## config.mk

```make
export PLATFORM = sky130hd
export DESIGN_NAME = irq_status_ctrl
export DESIGN_NICKNAME = d
export VERILOG_FILES = /design/src/rtl/irqc_pkg.sv /design/src/rtl/irqc_bus_decode.sv /design/src/rtl/irqc_line_watch.sv /design/src/rtl/irqc_flag_bank.sv /design/src/rtl/irqc_nmi_hold.sv /design/src/rtl/irq_status_ctrl.sv
export SDC_FILE = /design/constraint.sdc
export NUM_CORES = 1
export LEC_CHECK = 0
export ABC_AREA = 1
export CAP_MARGIN = 20
export CORE_MARGIN = 1
export CORE_UTILIZATION = 37
export CTS_CLUSTER_SIZE = 16
export DETAILED_ROUTE_END_ITERATION = 8
export PLACE_DENSITY = 0.75
export SLEW_MARGIN = 0
export SYNTH_ARGS = -nofsm -noshare
export SYNTH_HDL_FRONTEND = slang
export SYNTH_SLANG_ARGS = --single-unit
```

## constraint.sdc

```tcl
create_clock -name clk -period 1.05 [get_ports clk]
set_clock_uncertainty 0.2 [all_clocks]
set_input_delay 0.21 -clock clk [delete_from_list [all_inputs] [get_ports clk]]
set_output_delay 0.21 -clock clk [all_outputs]
set_load 0.005 [all_outputs]
```

## src/rtl/irqc_pkg.sv

```systemverilog
package irqc_pkg;

    localparam int NUM_SRC = 5;
    localparam int DATA_W  = 8;

    // Source index within the pending vector (bit 0 of the vector = vsync)
    typedef enum logic [2:0] {
        SRC_VSYNC = 3'd0,
        SRC_TICK  = 3'd1,
        SRC_TXE   = 3'd2,
        SRC_RXF   = 3'd3,
        SRC_TONE  = 3'd4
    } src_e;

    typedef logic [NUM_SRC-1:0] src_vec_t;

    typedef struct packed {
        logic              status_rd;
        logic              status_wr;
        logic              clear_wr;
        logic [DATA_W-1:0] wdata;
    } bus_req_t;

    // Place the pending vector and the active flag into a status byte
    function automatic logic [DATA_W-1:0] pack_status(input src_vec_t pend,
                                                      input logic active,
                                                      input int unsigned first);
        logic [DATA_W-1:0] r;
        r = DATA_W'(pend) << first;
        r = r | DATA_W'(active);
        return r;
    endfunction

    // Extract the per-source field of a written byte
    function automatic src_vec_t field_of(input logic [DATA_W-1:0] d,
                                          input int unsigned first);
        return src_vec_t'(d >> first);
    endfunction

endpackage

```

## src/rtl/irqc_bus_decode.sv

```systemverilog
module irqc_bus_decode
    import irqc_pkg::*;
#(
    parameter int ADDR_W     = 4,
    parameter int STATUS_OFS = 0,
    parameter int CLEAR_OFS  = 5
) (
    input  logic              sel,
    input  logic              wr,
    input  logic [ADDR_W-1:0] addr,
    input  logic [DATA_W-1:0] wdata,
    output bus_req_t          req
);
    localparam logic [ADDR_W-1:0] STATUS_A = ADDR_W'(STATUS_OFS);
    localparam logic [ADDR_W-1:0] CLEAR_A  = ADDR_W'(CLEAR_OFS);

    always_comb begin
        req.status_rd = sel && !wr && (addr == STATUS_A);
        req.status_wr = sel &&  wr && (addr == STATUS_A);
        req.clear_wr  = sel &&  wr && (addr == CLEAR_A);
        req.wdata     = wdata;
    end
endmodule

```

## src/rtl/irqc_line_watch.sv

```systemverilog
module irqc_line_watch #(
    parameter int LINE_W    = 9,
    parameter int LAST_LINE = 255
) (
    input  logic              clk,
    input  logic              rst,
    input  logic [LINE_W-1:0] scanline,
    output logic              enter_last,
    output logic              enter_zero
);
    localparam logic [LINE_W-1:0] LAST_V = LINE_W'(LAST_LINE);

    logic [LINE_W-1:0] prev_q;

    always_ff @(posedge clk) begin
        if (rst) prev_q <= '0;
        else     prev_q <= scanline;
    end

    assign enter_last = (scanline == LAST_V) && (prev_q != LAST_V);
    assign enter_zero = (scanline == '0)     && (prev_q != '0);
endmodule

```

## src/rtl/irqc_flag_bank.sv

```systemverilog
module irqc_flag_bank
    import irqc_pkg::*;
(
    input  logic     clk,
    input  logic     rst,
    input  src_vec_t set_i,
    input  src_vec_t clr_i,
    input  logic     en_wr,
    input  src_vec_t en_data,
    output src_vec_t pend_o,
    output src_vec_t en_o,
    output logic     irq_o
);
    src_vec_t en_q;

    for (genvar i = 0; i < NUM_SRC; i++) begin : g_flag
        logic flag_q;
        always_ff @(posedge clk) begin
            if (rst)           flag_q <= 1'b0;
            else if (set_i[i]) flag_q <= 1'b1;   // event beats acknowledge
            else if (clr_i[i]) flag_q <= 1'b0;
        end
        assign pend_o[i] = flag_q;
    end

    always_ff @(posedge clk) begin
        if (rst)        en_q <= '0;
        else if (en_wr) en_q <= en_data;
    end

    assign en_o  = en_q;
    assign irq_o = |(pend_o & en_q);
endmodule

```

## src/rtl/irqc_nmi_hold.sv

```systemverilog
module irqc_nmi_hold (
    input  logic clk,
    input  logic rst,
    input  logic nmi_i,
    input  logic ack_i,
    output logic hold_o
);
    logic hold_q;

    always_ff @(posedge clk) begin
        if (rst)        hold_q <= 1'b0;
        else if (nmi_i) hold_q <= 1'b1;
        else if (ack_i) hold_q <= 1'b0;
    end

    assign hold_o = hold_q;
endmodule

```

## src/rtl/irq_status_ctrl.sv

```systemverilog
module irq_status_ctrl
    import irqc_pkg::*;
#(
    parameter int ADDR_W        = 4,
    parameter int STATUS_OFS    = 0,
    parameter int CLEAR_OFS     = 5,
    parameter int LINE_W        = 9,
    parameter int LAST_LINE     = 255,
    parameter int FIRST_SRC_BIT = 2,
    parameter int NMI_ACK_BIT   = 7
) (
    input  logic              clk,
    input  logic              rst,
    input  logic              bus_sel,
    input  logic              bus_wr,
    input  logic [ADDR_W-1:0] bus_addr,
    input  logic [7:0]        bus_wdata,
    output logic [7:0]        bus_rdata,
    input  logic [LINE_W-1:0] scanline,
    input  logic              rtc_tick,
    input  logic              tx_empty,
    input  logic              rx_full,
    input  logic              tone_hi,
    input  logic              nmi_in,
    output logic              irq_out,
    output logic              mem_suspend
);
    bus_req_t req_w;
    logic     enter_last_w;
    logic     enter_zero_w;
    src_vec_t set_w;
    src_vec_t clr_w;
    src_vec_t wfield_w;
    src_vec_t pend_w;
    src_vec_t en_w;
    logic     irq_w;
    logic     nmi_ack_w;

    irqc_bus_decode #(
        .ADDR_W    (ADDR_W),
        .STATUS_OFS(STATUS_OFS),
        .CLEAR_OFS (CLEAR_OFS)
    ) u_dec (
        .sel  (bus_sel),
        .wr   (bus_wr),
        .addr (bus_addr),
        .wdata(bus_wdata),
        .req  (req_w)
    );

    irqc_line_watch #(
        .LINE_W   (LINE_W),
        .LAST_LINE(LAST_LINE)
    ) u_line (
        .clk       (clk),
        .rst       (rst),
        .scanline  (scanline),
        .enter_last(enter_last_w),
        .enter_zero(enter_zero_w)
    );

    assign wfield_w = field_of(req_w.wdata, FIRST_SRC_BIT);

    always_comb begin
        set_w                 = '0;
        set_w[int'(SRC_VSYNC)] = enter_last_w;
        set_w[int'(SRC_TICK)]  = rtc_tick;
        set_w[int'(SRC_TXE)]   = tx_empty;
        set_w[int'(SRC_RXF)]   = rx_full;
        set_w[int'(SRC_TONE)]  = tone_hi;

        clr_w = req_w.clear_wr ? wfield_w : '0;
        clr_w[int'(SRC_VSYNC)] = clr_w[int'(SRC_VSYNC)] | enter_zero_w;
    end

    irqc_flag_bank u_flags (
        .clk    (clk),
        .rst    (rst),
        .set_i  (set_w),
        .clr_i  (clr_w),
        .en_wr  (req_w.status_wr),
        .en_data(wfield_w),
        .pend_o (pend_w),
        .en_o   (en_w),
        .irq_o  (irq_w)
    );

    assign nmi_ack_w = req_w.clear_wr && req_w.wdata[NMI_ACK_BIT];

    irqc_nmi_hold u_nmi (
        .clk   (clk),
        .rst   (rst),
        .nmi_i (nmi_in),
        .ack_i (nmi_ack_w),
        .hold_o(mem_suspend)
    );

    assign irq_out   = irq_w;
    assign bus_rdata = req_w.status_rd ? pack_status(pend_w, irq_w, FIRST_SRC_BIT)
                                       : '0;
endmodule

```

## Yosys cells after proc, flatten, opt, wreduce, memory -nomap -nowiden

Index checks and enable logic that the tools add are counted.

- Bits in registers: 20
- Output and inout bits: 10
- Bits of input ports: 30
- Word-level logic and storage cells: 47

- Mux-type cells: 14
- Reduce and logical (&&, ||, !) cells: 19
- Bitwise logic cells: 3
- Equal/unequal tests: 3

Operator list:

| operator | number |
|---|---|
| $mux 1 | 12 |
| $reduce_bool 2->1 | 6 |
| $eq 9x8->1 const B | 1 |
| $logic_not 9->1 | 1 |
| $ne 9x8->1 const B | 1 |
| $reduce_bool 9->1 | 1 |
| $logic_and 1x1->1 | 8 |
| $mux 8 | 1 |
| $or 7x1->7 | 1 |
| $and 5x5->5 | 1 |
| $mux 5 | 1 |
| $reduce_or 5->1 | 1 |
| $eq 4x3->1 const B | 1 |
| $logic_not 4->1 | 1 |
| $logic_not 1->1 | 1 |
| $or 1x1->1 | 1 |

## Longest topological paths before layout

- Depth in word-level cells: 6
- Depth in mapped cells: 7
- Gate-level depth less buffers: 7

## Modules after synthesis

From an unflattened synthesis, not the netlist that was laid out.

- Cell total of the unflattened synthesis: 171
- Area total of the unflattened synthesis: 1053.5 um^2

By module, submodules not included:

| module | cells each | times used | seq. area each (um^2) | area each (um^2) |
|---|---|---|---|---|
| irqc_flag_bank | 58 | 1 | 200.2 | 412.9 |
| irqc_line_watch | 60 | 1 | 180.2 | 380.4 |
| irq_status_ctrl | 28 | 1 | 0.0 | 112.6 |
| irqc_bus_decode | 20 | 1 | 0.0 | 107.6 |
| irqc_nmi_hold | 5 | 1 | 20.0 | 40.0 |

## Least setup slack after synthesis

Ideal clock, no wire load.

- Path kind: input port to output port
- From: input port bus_addr[1]
- To: output port bus_rdata[0]
- Setup slack: -0.100 ns
- Arrival: 0.740 ns
- Required time: 0.640 ns
- Buffers on the path: 0
- Stages: 5
- Path through: nor2_1 nand2_1 nor2_1 nand2_1 a21oi_1

- Cells in the longest elaborated chain, start to end: 3

Ends and longest elaborated chain:

| item | line | source |
|---|---|---|
| start, declared | irq_status_ctrl.sv:16 | `input logic [ADDR_W-1:0] bus_addr,` |
| $logic_not 4->1 | irqc_bus_decode.sv:18 | `req.status_rd = sel && !wr && (addr == STATUS_A);` |
| $logic_and 1x1->1 | irqc_bus_decode.sv:18 |  |
| $mux 8 | irq_status_ctrl.sv:99 | `assign bus_rdata = req_w.status_rd ? pack_status(pend_w, irq_w, FIRST_SRC_BIT)` |
| end, declared | irq_status_ctrl.sv:18 | `output logic [7:0] bus_rdata,` |

Every way passes these cells.

## Worst setup path in the final report

- From: register u_flags.g_flag[0].flag_q
- To: output port bus_rdata[0]

- Cells in the longest elaborated chain, start to end: 4

Ends and longest elaborated chain:

| item | line | source |
|---|---|---|
| start, declared | irqc_flag_bank.sv:17 | `logic flag_q;` |
| start signal, assigned | irqc_flag_bank.sv:19 | `if (rst) flag_q <= 1'b0;` |
| start signal, assigned | irqc_flag_bank.sv:20 | `else if (set_i[i]) flag_q <= 1'b1;` |
| start signal, assigned | irqc_flag_bank.sv:21 | `else if (clr_i[i]) flag_q <= 1'b0;` |
| $and 5x5->5 | irqc_flag_bank.sv:32 | `assign irq_o = \|(pend_o & en_q);` |
| $reduce_or 5->1 | irqc_flag_bank.sv:32 |  |
| $or 7x1->7 | irqc_pkg.sv:30 | `r = r \| DATA_W'(active);` |
| $mux 8 | irq_status_ctrl.sv:99 |  |

Every way passes these cells.

==> run_results.csv <==
group,metric,value,unit
clock_tree,cts_sinks,20,
global_routing,grt_use_met1,18.20,%
power,clkPwrFrac,23.6,%
drt,dr.first_iter.drc_count,5,
setup_path,cp_max_fo,2,
drt,vias_per_cell,4.616,
logic_synthesis,synth-seq-area-share,43.96,%
placed_design,portBuffers,35,
run_status,violations,"negative setup slack",
logic_synthesis,synth_cells,136,
placed_design,pre_cts_slack,-1.080,ns
clock_tree,cts-root-buf,"clkbuf_4",
finish,antenna_cells,0,
drt,drtAntennaViolNets,0,
timing,setup_ws,-0.5795,ns
timing,setup_viol,9,
global_routing,grt_use_met2,38.31,%
min_path,min_to,"u_flags.g_flag[0].flag_q$_SDFFE_PP0P_",
min_path,min_from,"scanline[4]",
global_routing,gr-total-overflow,0,
setup_path,setup.worst_path.start,"u_flags.g_flag[0].flag_q$_SDFFE_PP0P_",
clock_tree,clk_latency,0.30,ns
timing,fin_crit_sh,155.2,%
global_routing,grt_pass1_vias,951,
run_status,status,"finished with violations",
die,initial_core_util,40.02,%
power,power.density,924.8,nW/um^2
power,switching_power,0.3443,mW
drt,dr.pass1.iters,4,
global_routing,grt_antenna_before_repair,0,
logic_synthesis,synth_warnings,0,
min_path,whs_path_depth,5,
finish,final_cell_count_no_fill,224,
setup_path,cp.required,0.64,ns
setup_path,reg2reg_slack,-0.11,ns
min_path,worstHoldPathType,"input pin to register",
logic_synthesis,yosys.cell_types.count,20,
logic_synthesis,yosys.area.top_type,"dfxtp_1",
finish,fillers,203,
power,p_int,1.102,mW
global_routing,grt_pass1_wl,3.719,mm
logic_synthesis,yosysTopAreaCellShare,43.96,%
setup_path,worstSetupStartpointType,"register",
placed_design,place.detailed.hpwl,1.751,mm
finish,syn_to_final_growth,71.70,%
timing,max_clock_freq,613.7,MHz
setup_path,r2r_cells,6,
placed_design,place_area,1423,um^2
finish,utilization,68.72,%
placed_design,dp_cells,212,
global_routing,grt_usage,19.10,%
finish,fin_nets,228,
die,ioPinCount,40,
clock_tree,cts_tree,"built",
die,floorplan.die_area,2664,um^2
drt,wl,2.312,mm
finish,final_layout_size_suffix_gt1_share,36.22,%
logic_synthesis,synth_area,910.9,um^2
logic_synthesis,avgSynthCellArea,6.698,um^2
drt,wl_per_cell,10.32,um
timing,drv_slew,0,
setup_path,critical_path_class,"register to output pin",
drt,drc,0,
setup_path,end_kind,"output pin",
global_routing,grt_max_degree,11,
die,core_area,2276,um^2
setup_path,r2r_end,"u_flags.g_flag[0].flag_q$_SDFFE_PP0P_",
drt,via_count,1034,
finish,final_cell_mix,"nor2_1 (32), clkdlybuf4s50_1 (18), inv_1 (15), buf_4 (15)",
clock_tree,cts_made_buffers,3,
power,leakage,0.7323,nW
setup_path,cp.arrival,1.22,ns
finish,final_area,1564,um^2
power,switching_share,23.81,%
clock_tree,cts-root-to-sink-buffers,2,
finish,layout_commonest_cell,"nor2_1",
die,fp.dieW,51.62,um
die,rows,17,
power,power_frac_comb,20.1,%
timing,grt_setup_unrepaired,"true",
clock_tree,clk_pin_slew_worst_paths,0.10,ns
flow_run,cap_viol_max_count,0,
clock_tree,h-tree-depth,1,
power,pwr-share-seq,56.3,%
die,dieHeight,51.62,um
logic_synthesis,synthTopCellsByArea,"dfxtp_1 (44%), nor2_1 (16%), inv_1 (9.1%)",
global_routing,gr-max-usage-layer,"met2",
timing,period_minus_slack,1.629,ns
timing,timing.hold.ws,0.1625,ns
logic_synthesis,ys_seq_elements,20,
timing,hold_viol,0,
placed_design,gp_congestion,0.7764,
setup_path,r2r-start,"u_line.prev_q[2]$_SDFF_PP0_",
global_routing,grtUsageMet3,4.094,%
power,irDropWorstVdd,0.0006900,V
==> worst max-delay path by stage <==
stage,end,cells past startpoint
6_report,bus_rdata[0],6
5_1_grt,bus_rdata[0],6
4_1_cts,bus_rdata[0],6
3_5_place_dp,bus_rdata[0],7
3_3_place_gp,bus_rdata[0],7
2_1_floorplan,bus_rdata[0],5
==> repair_timing <==
action | in CTS | in global routing
endpoints found under the setup margin | 19 | 19
pin swaps | 11 | 13
resized for setup | 74 | 23
hold buffers | 0 | 3
setup buffers | 6 | 3
gates cloned | 0 | 0
hold endpoints to repair | 0 | 3
==> worst max-delay path, stage by stage (launching register included) <==
cell	delay [ns]
dfxtp_2	0.36
inv_2	0.04
o22ai_2	0.14
inv_2	0.06
buf_6	0.11
a21oi_2	0.09
buf_2	0.11
==> state kept, by name, summed over array words and instances (netlist names) <==
register               count
u_flags.en_o               5
u_flags.g_flag.flag_q      5
u_nmi.hold_o               1
u_line.prev_q              9
==> synth_stat cells <==
| master | instances |
|---|---|
| a21oi_2 | 1 |
| nor2_4 | 2 |
| inv_2 | 1 |
| buf_4 | 2 |
| nor3_1 | 2 |
| nand3b_1 | 1 |
| dfxtp_1 | 20 |
| clkbuf_1 | 1 |
| a21oi_1 | 9 |
| or2_1 | 1 |
| nor2_1 | 38 |
| o22ai_1 | 1 |
| nand4_1 | 1 |
| nand3_1 | 10 |
| o21ai_0 | 5 |
| inv_1 | 22 |
| buf_2 | 1 |
| nand2_1 | 16 |
| nand2_2 | 1 |
| conb_1 | 1 |
==> metrics by stage <==
stage	total power, mW	TNS (ns)
CTS	1.455	-3.253
global route	1.526	-3.650
floorplan	0.9182	-0.2845
finish	1.446	-3.193
global placement	1.085	-15.14
detailed placement	1.095	-15.92
==> power groups by stage <==
| stage | Clock [mW] | Combinational, mW | Sequential [mW] |
|---|---|---|---|
| 2_1_floorplan | 0 | 0.0932 | 0.825 |
| 3_3_place_gp | 0 | 0.260 | 0.825 |
| 3_5_place_dp | 0 | 0.267 | 0.828 |
| 4_1_cts | 0.368 | 0.272 | 0.814 |
| 5_1_grt | 0.386 | 0.320 | 0.819 |
| 6_report | 0.342 | 0.291 | 0.814 |
==> layout make-up <==
class / count / area, um^2 / area share [%]
well taps: 28 / 35.03 / 2.240
flip-flops and latches: 20 / 407.9 / 26.08
repair buffers: 60 / 540.5 / 34.56
multi-input cells: 90 / 471.7 / 30.16
inverters: 23 / 86.33 / 5.520
clock buffers: 3 / 22.52 / 1.440
==> metal layers <==
metal  wire length [um]  vias up
met1                834      461
met3                160        2
li1                   -      537
met2               1286       34
met4                 30        0
met5                  0        -
==> cell families after synthesis <==
family / Yosys count / synth area share (%)
AND/OR/NAND/NOR: 72 / 34.21
other: 1 / 0.4117
buffers and inverters: 27 / 12.09
flip-flops: 20 / 43.96
AO/OA/AOI/OAI: 16 / 9.340
(Power assumes the default switching activity.)
